**src/rtl/fpe_pkg.sv**
```systemverilog
package fpe_pkg;
   localparam int unsigned DEF_WORD_W = 64;
   localparam int unsigned DEF_CW     = 27;
   localparam int unsigned DEF_RE_LSB = 0;
   localparam int unsigned DEF_IM_LSB = 32;
   localparam int unsigned DEF_NFFT   = 1024;
   localparam int unsigned DEF_BIN_HZ = 20000;
   localparam int unsigned DEF_OFF_W  = 40;
endpackage

```
**src/rtl/fpe_power.sv**
```systemverilog
module fpe_power
   import fpe_pkg::*;
#(
   parameter int unsigned WORD_W = DEF_WORD_W,
   parameter int unsigned CW     = DEF_CW,
   parameter int unsigned RE_LSB = DEF_RE_LSB,
   parameter int unsigned IM_LSB = DEF_IM_LSB,
   localparam int unsigned PWR_W = 2 * CW + 1
) (
   input  logic [WORD_W-1:0] word,
   output logic [PWR_W-1:0]  pwr
);
   generate
      if (RE_LSB + CW > WORD_W || IM_LSB + CW > WORD_W) begin : g_bad_field
         $error("component field outside data word");
      end
   endgenerate

   logic [2*CW-1:0] sq [2];

   // lane 0 = real, lane 1 = imaginary
   generate
      for (genvar ln = 0; ln < 2; ln++) begin : g_lane
         localparam int unsigned LSB = (ln == 0) ? RE_LSB : IM_LSB;
         logic signed [CW-1:0]   comp;
         logic signed [2*CW-1:0] prod;
         assign comp   = word[LSB +: CW];
         assign prod   = comp * comp;
         assign sq[ln] = prod;
      end
   endgenerate

   assign pwr = {1'b0, sq[0]} + {1'b0, sq[1]};
endmodule

```
**src/rtl/fpe_tracker.sv**
```systemverilog
module fpe_tracker #(
   parameter int unsigned IDX_W = 10,
   parameter int unsigned PWR_W = 55,
   parameter int unsigned OFF_W = 40
) (
   input  logic             clk,
   input  logic             rst_n,
   input  logic             beat_valid,
   input  logic             beat_last,
   input  logic [IDX_W-1:0] beat_idx,
   input  logic [PWR_W-1:0] beat_pwr,
   input  logic [PWR_W-1:0] thresh,
   input  logic [OFF_W-1:0] offset_in,
   output logic             done,
   output logic             fin_found,
   output logic [IDX_W-1:0] fin_idx,
   output logic [PWR_W-1:0] fin_pwr,
   output logic [OFF_W-1:0] fin_off
);
   logic             first_q;
   logic             run_found;
   logic [IDX_W-1:0] run_idx;
   logic [PWR_W-1:0] run_pwr;

   logic             base_found, take, nxt_found;
   logic [IDX_W-1:0] base_idx, nxt_idx;
   logic [PWR_W-1:0] base_pwr, nxt_pwr;

   always_comb begin
      base_found = first_q ? 1'b0 : run_found;
      base_idx   = first_q ? '0 : run_idx;
      base_pwr   = first_q ? '0 : run_pwr;
      // strict compare: an equal later bin never displaces the holder
      take       = (beat_pwr > thresh) && (!base_found || beat_pwr > base_pwr);
      nxt_found  = base_found | take;
      nxt_idx    = take ? beat_idx : base_idx;
      nxt_pwr    = take ? beat_pwr : base_pwr;
   end

   always_ff @(posedge clk) begin
      if (!rst_n) begin
         first_q   <= 1'b1;
         run_found <= 1'b0;
         run_idx   <= '0;
         run_pwr   <= '0;
         done      <= 1'b0;
         fin_found <= 1'b0;
         fin_idx   <= '0;
         fin_pwr   <= '0;
         fin_off   <= '0;
      end else begin
         done <= beat_valid && beat_last;
         if (beat_valid) begin
            first_q   <= beat_last;
            run_found <= nxt_found;
            run_idx   <= nxt_idx;
            run_pwr   <= nxt_pwr;
            if (beat_last) begin
               fin_found <= nxt_found;
               fin_idx   <= nxt_idx;
               fin_pwr   <= nxt_pwr;
               fin_off   <= offset_in;
            end
         end
      end
   end

   // within a frame the held maximum never shrinks
   p_runmax_mono_r4: assert property (@(posedge clk) disable iff (!rst_n)
      (beat_valid && !beat_last && !first_q && run_found)
      |=> (run_found && run_pwr >= $past(run_pwr)));

   // reset leaves the next beat starting a fresh frame
   p_fresh_after_reset_r9: assert property (@(posedge clk)
      !rst_n |=> first_q);
endmodule

```
**src/rtl/fpe_freq_map.sv**
```systemverilog
module fpe_freq_map #(
   parameter int unsigned IDX_W           = 10,
   parameter int unsigned PWR_W           = 55,
   parameter int unsigned OFF_W           = 40,
   parameter int unsigned NFFT            = 1024,
   parameter int unsigned BIN_HZ          = 20000,
   parameter bit          SIGNED_SPECTRUM = 1'b1
) (
   input  logic             clk,
   input  logic             rst_n,
   input  logic             in_done,
   input  logic             in_found,
   input  logic [IDX_W-1:0] in_idx,
   input  logic [PWR_W-1:0] in_pwr,
   input  logic [OFF_W-1:0] in_off,
   output logic             out_valid,
   output logic             out_none,
   output logic [IDX_W-1:0] out_idx,
   output logic [PWR_W-1:0] out_pwr,
   output logic [OFF_W-1:0] out_freq
);
   localparam int unsigned HALF = NFFT / 2;
   localparam logic signed [OFF_W-1:0] NFFT_S = OFF_W'(NFFT);
   localparam logic signed [OFF_W-1:0] BIN_S  = OFF_W'(BIN_HZ);

   generate
      if (NFFT != (1 << IDX_W)) begin : g_bad_len
         $error("NFFT must equal 2**IDX_W");
      end
      if (OFF_W <= IDX_W) begin : g_bad_off
         $error("offset width too small");
      end
   endgenerate

   logic signed [OFF_W-1:0] idx_ext, sbin, freq_nx;

   assign idx_ext = $signed({{(OFF_W-IDX_W){1'b0}}, in_idx});

   generate
      if (SIGNED_SPECTRUM) begin : g_wrap
         assign sbin = (in_idx >= IDX_W'(HALF)) ? idx_ext - NFFT_S : idx_ext;
      end else begin : g_plain
         assign sbin = idx_ext;
      end
   endgenerate

   assign freq_nx = sbin * BIN_S + $signed(in_off);

   always_ff @(posedge clk) begin
      if (!rst_n) begin
         out_valid <= 1'b0;
         out_none  <= 1'b0;
         out_idx   <= '0;
         out_pwr   <= '0;
         out_freq  <= '0;
      end else begin
         out_valid <= in_done;
         if (in_done) begin
            out_none <= !in_found;
            out_idx  <= in_idx;
            out_pwr  <= in_pwr;
            out_freq <= freq_nx;
         end
      end
   end

   // an empty frame reports bin 0 with zero power
   p_none_zero_r5: assert property (@(posedge clk) disable iff (!rst_n)
      (out_valid && out_none) |-> (out_idx == '0 && out_pwr == '0));

   // an empty frame reports the offset alone
   p_none_offset_r5: assert property (@(posedge clk) disable iff (!rst_n)
      (in_done && !in_found) |=> (out_freq == $past(in_off)));
endmodule

```
**src/rtl/fft_peak_freq_est.sv**
```systemverilog
module fft_peak_freq_est
   import fpe_pkg::*;
#(
   parameter int unsigned WORD_W = DEF_WORD_W,
   parameter int unsigned CW     = DEF_CW,
   parameter int unsigned RE_LSB = DEF_RE_LSB,
   parameter int unsigned IM_LSB = DEF_IM_LSB,
   parameter int unsigned NFFT   = DEF_NFFT,
   parameter int unsigned BIN_HZ = DEF_BIN_HZ,
   parameter int unsigned OFF_W  = DEF_OFF_W,
   localparam int unsigned IDX_W = $clog2(NFFT),
   localparam int unsigned PWR_W = 2 * CW + 1
) (
   input  logic              clk,
   input  logic              rst_n,
   input  logic [WORD_W-1:0] s_data,
   input  logic [IDX_W-1:0]  s_index,
   input  logic              s_valid,
   input  logic              s_last,
   input  logic [PWR_W-1:0]  thresh,
   input  logic [OFF_W-1:0]  osc_offset_hz,
   output logic              peak_valid,
   output logic              peak_none,
   output logic [IDX_W-1:0]  peak_index,
   output logic [PWR_W-1:0]  peak_power,
   output logic [OFF_W-1:0]  peak_freq_hz
);
   logic [PWR_W-1:0] beat_pwr;
   logic             done, fin_found;
   logic [IDX_W-1:0] fin_idx;
   logic [PWR_W-1:0] fin_pwr;
   logic [OFF_W-1:0] fin_off;

   fpe_power #(
      .WORD_W(WORD_W), .CW(CW), .RE_LSB(RE_LSB), .IM_LSB(IM_LSB)
   ) u_power (
      .word (s_data),
      .pwr  (beat_pwr)
   );

   fpe_tracker #(
      .IDX_W(IDX_W), .PWR_W(PWR_W), .OFF_W(OFF_W)
   ) u_track (
      .clk        (clk),
      .rst_n      (rst_n),
      .beat_valid (s_valid),
      .beat_last  (s_last),
      .beat_idx   (s_index),
      .beat_pwr   (beat_pwr),
      .thresh     (thresh),
      .offset_in  (osc_offset_hz),
      .done       (done),
      .fin_found  (fin_found),
      .fin_idx    (fin_idx),
      .fin_pwr    (fin_pwr),
      .fin_off    (fin_off)
   );

   fpe_freq_map #(
      .IDX_W(IDX_W), .PWR_W(PWR_W), .OFF_W(OFF_W),
      .NFFT(NFFT), .BIN_HZ(BIN_HZ), .SIGNED_SPECTRUM(1'b1)
   ) u_map (
      .clk       (clk),
      .rst_n     (rst_n),
      .in_done   (done),
      .in_found  (fin_found),
      .in_idx    (fin_idx),
      .in_pwr    (fin_pwr),
      .in_off    (fin_off),
      .out_valid (peak_valid),
      .out_none  (peak_none),
      .out_idx   (peak_index),
      .out_pwr   (peak_power),
      .out_freq  (peak_freq_hz)
   );

   // the strobe follows the accepted last beat by two cycles
   p_latency_r8: assert property (@(posedge clk) disable iff (!rst_n)
      (s_valid && s_last) |=> ##1 peak_valid);

   // no strobe without a last beat two cycles before
   p_no_stray_r8: assert property (@(posedge clk) disable iff (!rst_n)
      !(s_valid && s_last) |=> ##1 !peak_valid);

   // outputs are quiet in reset
   p_reset_quiet_r9: assert property (@(posedge clk)
      !rst_n |=> (!peak_valid && peak_index == '0 && peak_power == '0));
endmodule

```
**config.mk**
```make
export PLATFORM = sky130hd
export DESIGN_NAME = fft_peak_freq_est
export DESIGN_NICKNAME = d
export VERILOG_FILES = /design/src/rtl/fpe_pkg.sv /design/src/rtl/fpe_power.sv /design/src/rtl/fpe_tracker.sv /design/src/rtl/fpe_freq_map.sv /design/src/rtl/fft_peak_freq_est.sv
export SDC_FILE = /design/constraint.sdc
export NUM_CORES = 2
export LEC_CHECK = 0
export ABC_CLOCK_PERIOD_IN_PS = 22300
export BUFFER_PORTS_ARGS = -buffer_cell sky130_fd_sc_hd__buf_4
export CAP_MARGIN = 20
export CORE_ASPECT_RATIO = 2
export CORE_MARGIN = 3
export CORE_UTILIZATION = 40
export CTS_CLUSTER_DIAMETER = 100
export CTS_CLUSTER_SIZE = 28
export DETAILED_ROUTE_END_ITERATION = 6
export SYNTH_ARGS = -nofsm -noshare
export SYNTH_HDL_FRONTEND = slang
export SYNTH_SLANG_ARGS = --single-unit
```
**constraint.sdc**
```tcl
create_clock -name clk -period 22.3 [get_ports clk]
set_clock_uncertainty 0.1 [all_clocks]
set_input_delay 4.46 -clock clk [delete_from_list [all_inputs] [get_ports clk]]
set_output_delay 4.46 -clock clk [all_outputs]
set_load 0.05 [all_outputs]
```
-- Word-level counts from Yosys, hierarchy flattened
Cells that the tools add are included.
- register bits after elaboration: 281
- output and inout bits: 107
- logic and storage cells: 36
- add/subtract/negate cells: 3
- multiply operators: 3
- $lt $le $gt $ge: 3
- multiplexer cells: 6
- bitwise gates (word level): 1
- reduce and logical (&&, ||, !) cells: 6
- operators with widths (operator ; count):
    > comparator 55 bit ; 2
    two-way mux 55 bit ; 2
    multiplier 27 x 27 -> 54 bit ; 2
    adder 54 x 54 -> 55 bit ; 1
    adder 40 bit ; 1
    multiplier 40 x 11 -> 35 bit (second input constant) ; 1
    two-way mux 40 bit ; 1
    two-way mux 10 bit ; 2
    subtractor 10 x 11 -> 12 bit (second input constant) ; 1
    greater-or-equal comparator 10 bit (second input constant) ; 1
    logical AND 1 bit ; 2
    zero test 1 bit ; 2
    AND reduction 2 bit ; 1
    logical OR 1 bit ; 1
    two-way mux 1 bit ; 1
    OR 1 bit ; 1

-- Longest topological paths before layout
- word-level depth: 6
- depth in mapped cells: 56

-- Modules after synthesis
From an unflattened synthesis, not the netlist that was laid out.
- cell total of the unflattened synthesis: 7529
- area total of the unflattened synthesis: 68330.5 sq um
- by module, submodules not included (module ; instances ; cells each ; area an instance (sq um)):
    fpe_power ; 1 ; 5413 ; 49794.0
    fpe_tracker ; 1 ; 1259 ; 10641.5
    fpe_freq_map ; 1 ; 857 ; 7895.1

-- Worst setup path after synthesis
No wires, ideal clock.
- path type: input-to-reg
- start point: input s_data[47]
- end point: register u_track.run_pwr[49]
- arrival: 15.532 ns
- required time: 22.139 ns
- path slack: 6.607 ns
- stages: 49
- path buffers: 4
- cell sequence: clkbuf_1 > clkbuf_1 > nand2_1 > fa_1 > inv_1 > fa_1 > inv_1 > fa_1 > fa_1 > inv_1 > fa_1 > fa_1 > inv_1 > fa_1 > inv_1 > ha_1 > a21o_1 > a21o_1 > (+13 left out) > a21oi_1 > nand2_1 > o31ai_1 > nand2_1 > nand3_1 > nand2_1 > a21o_1 > a21o_1 > ha_1 > nand4_1 > or4_1 > nor3b_1 > and4_1 > a2111o_1 > a21oi_2 > nor2_2 > buf_2 > a22o_1
- word-level cells in the longest chain between the ends: 6
- elaborated cells between the ends (all ways): 7
- ends and longest elaborated chain (what ; line ; source):
    start: declaration ; fft_peak_freq_est.sv:16 ; input logic [WORD_W-1:0] s_data,
    multiplier 27 x 27 -> 54 bit * ; fpe_power.sv:28 ; assign prod = comp * comp;
    adder 54 x 54 -> 55 bit * ; fpe_power.sv:33 ; assign pwr = {1'b0, sq[0]} + {1'b0, sq[1]};
    > comparator 55 bit ; fpe_tracker.sv:34 ; take = (beat_pwr > thresh) && (!base_found || beat_pwr > base_pwr);
    logical OR 1 bit ; fpe_tracker.sv:34 ;
    logical AND 1 bit ; fpe_tracker.sv:34 ;
    two-way mux 55 bit * ; fpe_tracker.sv:37 ; nxt_pwr = take ? beat_pwr : base_pwr;
    end signal: assignment ; fpe_tracker.sv:57 ; run_pwr <= nxt_pwr;
    end: declaration ; fpe_tracker.sv:23 ; logic [PWR_W-1:0] run_pwr;
Every way passes the cells marked *; elsewhere a longest branch is shown, timed or not.
A chain may end at the register's enable or synchronous reset.

-- Worst setup path after layout
- start point: input s_data[2]
- end point: register u_track.fin_pwr[53]
- word-level cells in the longest chain between the ends: 6
- elaborated cells between the ends (all ways): 7
- ends and longest elaborated chain (what ; line ; source):
    multiplier 27 x 27 -> 54 bit * ; fpe_power.sv:28 ;
    adder 54 x 54 -> 55 bit * ; fpe_power.sv:33 ;
    > comparator 55 bit ; fpe_tracker.sv:34 ;
    logical OR 1 bit ; fpe_tracker.sv:34 ;
    logical AND 1 bit ; fpe_tracker.sv:34 ;
    two-way mux 55 bit * ; fpe_tracker.sv:37 ;
    end signal: assignment ; fpe_tracker.sv:61 ; fin_pwr <= nxt_pwr;
    end: declaration ; fpe_tracker.sv:17 ; output logic [PWR_W-1:0] fin_pwr,
Marked as above.

==> flow_summary.yaml <==
outcome:
  status: "finished, final reports clean"
timing:
  grt_setup_unrepaired: "false"
  setup_viol: 0
  min_period_over_period_pct: 87.5
  finalWorstSetupSlack_ps: 2800
  finalSetupTns_ps: 0
  maxSlewHeadroom_pct: 19.2
  hold-worst-slack_ps: 357
  drv_slew: 0
  tightest_slew_ps: 1200
  fmax_mhz: 51.3
  period_minus_slack_ps: 19500
  finalHoldViolations: 0
clocking:
  worst_skew_pair.late_latency_ps: 550
  clock_sinks: 281
  htree_levels: 1
  clk_pin_slew_ps: 120
  cts_setup_buffers: 0
  cts_tree: "yes"
  cts_hold_buf: 0
  cts_root_buffer: "clkbuf_16"
  clk_path_buf_depth: 3
  cts.repair.resized: 0
  cts_made_buffers: 14
floorplanning:
  die_area_mm2: 0.171
  core_area_mm2: 0.164
  die_h_um: 581
  initial_core_util_pct: 40.3
  rows: 210
  ios: 280
  fp.dieW_um: 294
worst_hold_path:
  min_to: "u_track.fin_pwr[26]$_SDFFE_PN0P_"
  worstHoldStart: "u_track.fin_pwr[26]$_SDFFE_PN0P_"
  hold_class: "reg -> reg"
  worstHoldPathCells: 2
final_layout:
  layout_common_cells: "inv_1 (1925), fa_1 (1433), nand2_1 (615), ha_1 (604), nor2_1 (334)"
  ff_latch_area_mm2: 0.00563
  nNetsFinal: 9520
  drive_above_1_share_pct: 4.81
  multi_input_area_mm2: 0.0524
  fill_cells: 16300
  areaGrowthSynthToFinish_pct: 6.69
  final_common_cell: "inv_1"
detailed_routing:
  routedWlPerCell_um: 21.7
  firstDrtPassIters: 6
  via_per_inst: 5.21
  drc: 0
  vias: 49200
  dr.first_iter.drc_count: 2253
  wl_um: 205000
  antenna_left: 0
place:
  port-buffer-count: 269
  gp_congestion: 0.996
  place_ws_ps: 2520
  dp_hpwl_um: 170000
worst_setup_path:
  path_buf_inv: 5
  cpLargestDelayFamily: "adder cells"
  arrival_ps: 19910
  cp_data_required_time_ps: 22700
  slowest_delay_ps: 760
  r2r-end: "u_map.out_freq[39]$_SDFFE_PN0P_"
  end_kind: "flip-flop"
  cpMaxStageDelayCell: "nor4_1"
  path_class: "in -> reg"
  path_common_cell: "fa_1"
  crit_fanout: 106
  startpoint_type: "primary input"
  r2r_start: "u_track.fin_idx[9]$_SDFFE_PN0P_"
  r2r_slack_ps: 12760
  rr_worst_depth: 27
yosys:
  synth_warnings: 0
  ys_seq_area_share_pct: 8.50
  synth_nets: 9440
  async_flop_share_pct: 0
  post_synth.cell_area_avg_um2: 9.15
  syn_inst: 7230
  synthFlopType: "dfxtp_1"
  syn_area_mm2: 0.0661
  synth_enable_flop_cells: 0
  yosys_register_bits: 281
  synth_cell_types: 89
global_routing:
  grt_max_degree: 107
  antenna_found_initial: 7
  grt_pass1_vias: 55900
  overflow: 0
  track_usage_pct: 24.3
  grt_pass1_wl_um: 314000
job:
  max_cap_viol_count: 0
flip-flops by register name, indices dropped and copies added (netlist names), 10 cells and up:
register and cells:
u_map.out_pwr 55, u_track.fin_pwr 55, u_track.run_pwr 55, u_map.out_freq 40, u_track.fin_off 40, u_map.out_idx 10
u_track.fin_idx 10, u_track.run_idx 10
tightest hold or removal path, cell delays in order, from the launching register on:
cell	delay, ps
dfxtp_1	330
nand2_1	50
o21ai_1	50
cells in the mapped netlist (10+ instances only):
cell          n  area (µm²)
o311ai_1     14         123
a211oi_1     24         180
clkinv_1     10        37.5
o21a_1       30         225
a221o_1      10         100
inv_1      1926        7230
a2bb2oi_1    10        87.6
and3_1       15        93.8
o41ai_1      10        87.6
clkbuf_1    201         754
a21oi_1     244        1220
fa_1       1433       28700
and2_1      264        1650
o21bai_1     28         210
nand3_1      79         395
xor2_1       67         587
dfxtp_1     281        5630
buf_2        15        75.1
a21o_1      111         833
nor2b_1      50         313
nor2_1      334        1250
or2_2        12        75.1
o211ai_1     31         233
ha_1        604        7560
o21ai_0     141         706
or3_1        12        75.1
a31oi_1      17         106
nand4_1      37         231
nor3_1       38         190
nand2b_1     39         244
nand2_1     615        2310
nand3b_1     11        82.6
xnor2_1     154        1350
mux2i_1     119        1190
o21ai_1      30         150
a22o_1       68         596
a21boi_0     10        75.1
area by class of cell:
class / count / area share (%)
Tap cell: 2120 / 3.76
Clock inverter: 1 / 0.0425
Clock buffer: 17 / 0.543
Timing Repair Buffer: 292 / 3.14
Sequential cell: 281 / 7.98
Multi-Input combinational cell: 4783 / 74.2
Antenna cell: 3 / 0.0106
Inverter: 1938 / 10.3
layer usage:
| metal | track usage [%] | vias to the layer above | wire length [µm] |
|---|---|---|---|
| met3 | 2.46 | 585 | 7800 |
| li1 | - | 22100 | - |
| met1 | 22.8 | 25200 | 64700 |
| met2 | 47.5 | 1280 | 113000 |
| met4 | 18.7 | 6 | 19400 |
| met5 | 0 | - | 34 |
stage by stage:
| step | std cells | area [µm²] | util [%] |
|---|---|---|---|
| final | 9435 | 70600 | 43.0 |
| after global routing | 9433 | 70600 | 43.0 |
| after CTS | 9432 | 70600 | 43.0 |
| after detailed placement | 9414 | 70200 | 42.8 |
| after global placement | 9413 | 70100 | 42.8 |
| after floorplan | 7230 | 66100 | - |
worst max-delay path by stage:
| stage | cells after the start | from | to | slack (ps) |
|---|---|---|---|---|
| after CTS | 44 | s_data[2] | u_track.fin_pwr[53]$_SDFFE_PN0P_ | 3040 |
| after global routing | 44 | s_data[2] | u_track.fin_pwr[45]$_SDFFE_PN0P_ | 2330 |
| after global placement | 44 | s_data[2] | u_track.fin_pwr[24]$_SDFFE_PN0P_ | 2580 |
| final | 44 | s_data[2] | u_track.fin_pwr[53]$_SDFFE_PN0P_ | 2800 |
| after floorplan | 49 | s_data[47] | u_track.run_pwr[49]$_SDFFE_PN0P_ | 6610 |
| after detailed placement | 44 | s_data[2] | u_track.fin_pwr[53]$_SDFFE_PN0P_ | 2520 |
logic make-up (layout without fill, tap and decap cells):
| family | Yosys count | in the layout | share of synthesized area (%) |
|---|---|---|---|
| XOR/XNOR | 222 | 222 | 2.97 |
| flip-flops | 281 | 281 | 8.50 |
| other | 0 | 3 | 0 |
| adder cells (fa/ha/maj) | 2039 | 2039 | 54.8 |
| AND/OR/NAND/NOR | 1527 | 1527 | 10.7 |
| multiplexers | 126 | 126 | 1.92 |
| AO/OA/AOI/OAI | 869 | 869 | 8.71 |
| buffers and inverters | 2166 | 2248 | 12.4 |
Power is not shown: default switching activity piles up to over one toggle a cycle in this logic, so the estimate is an artifact.
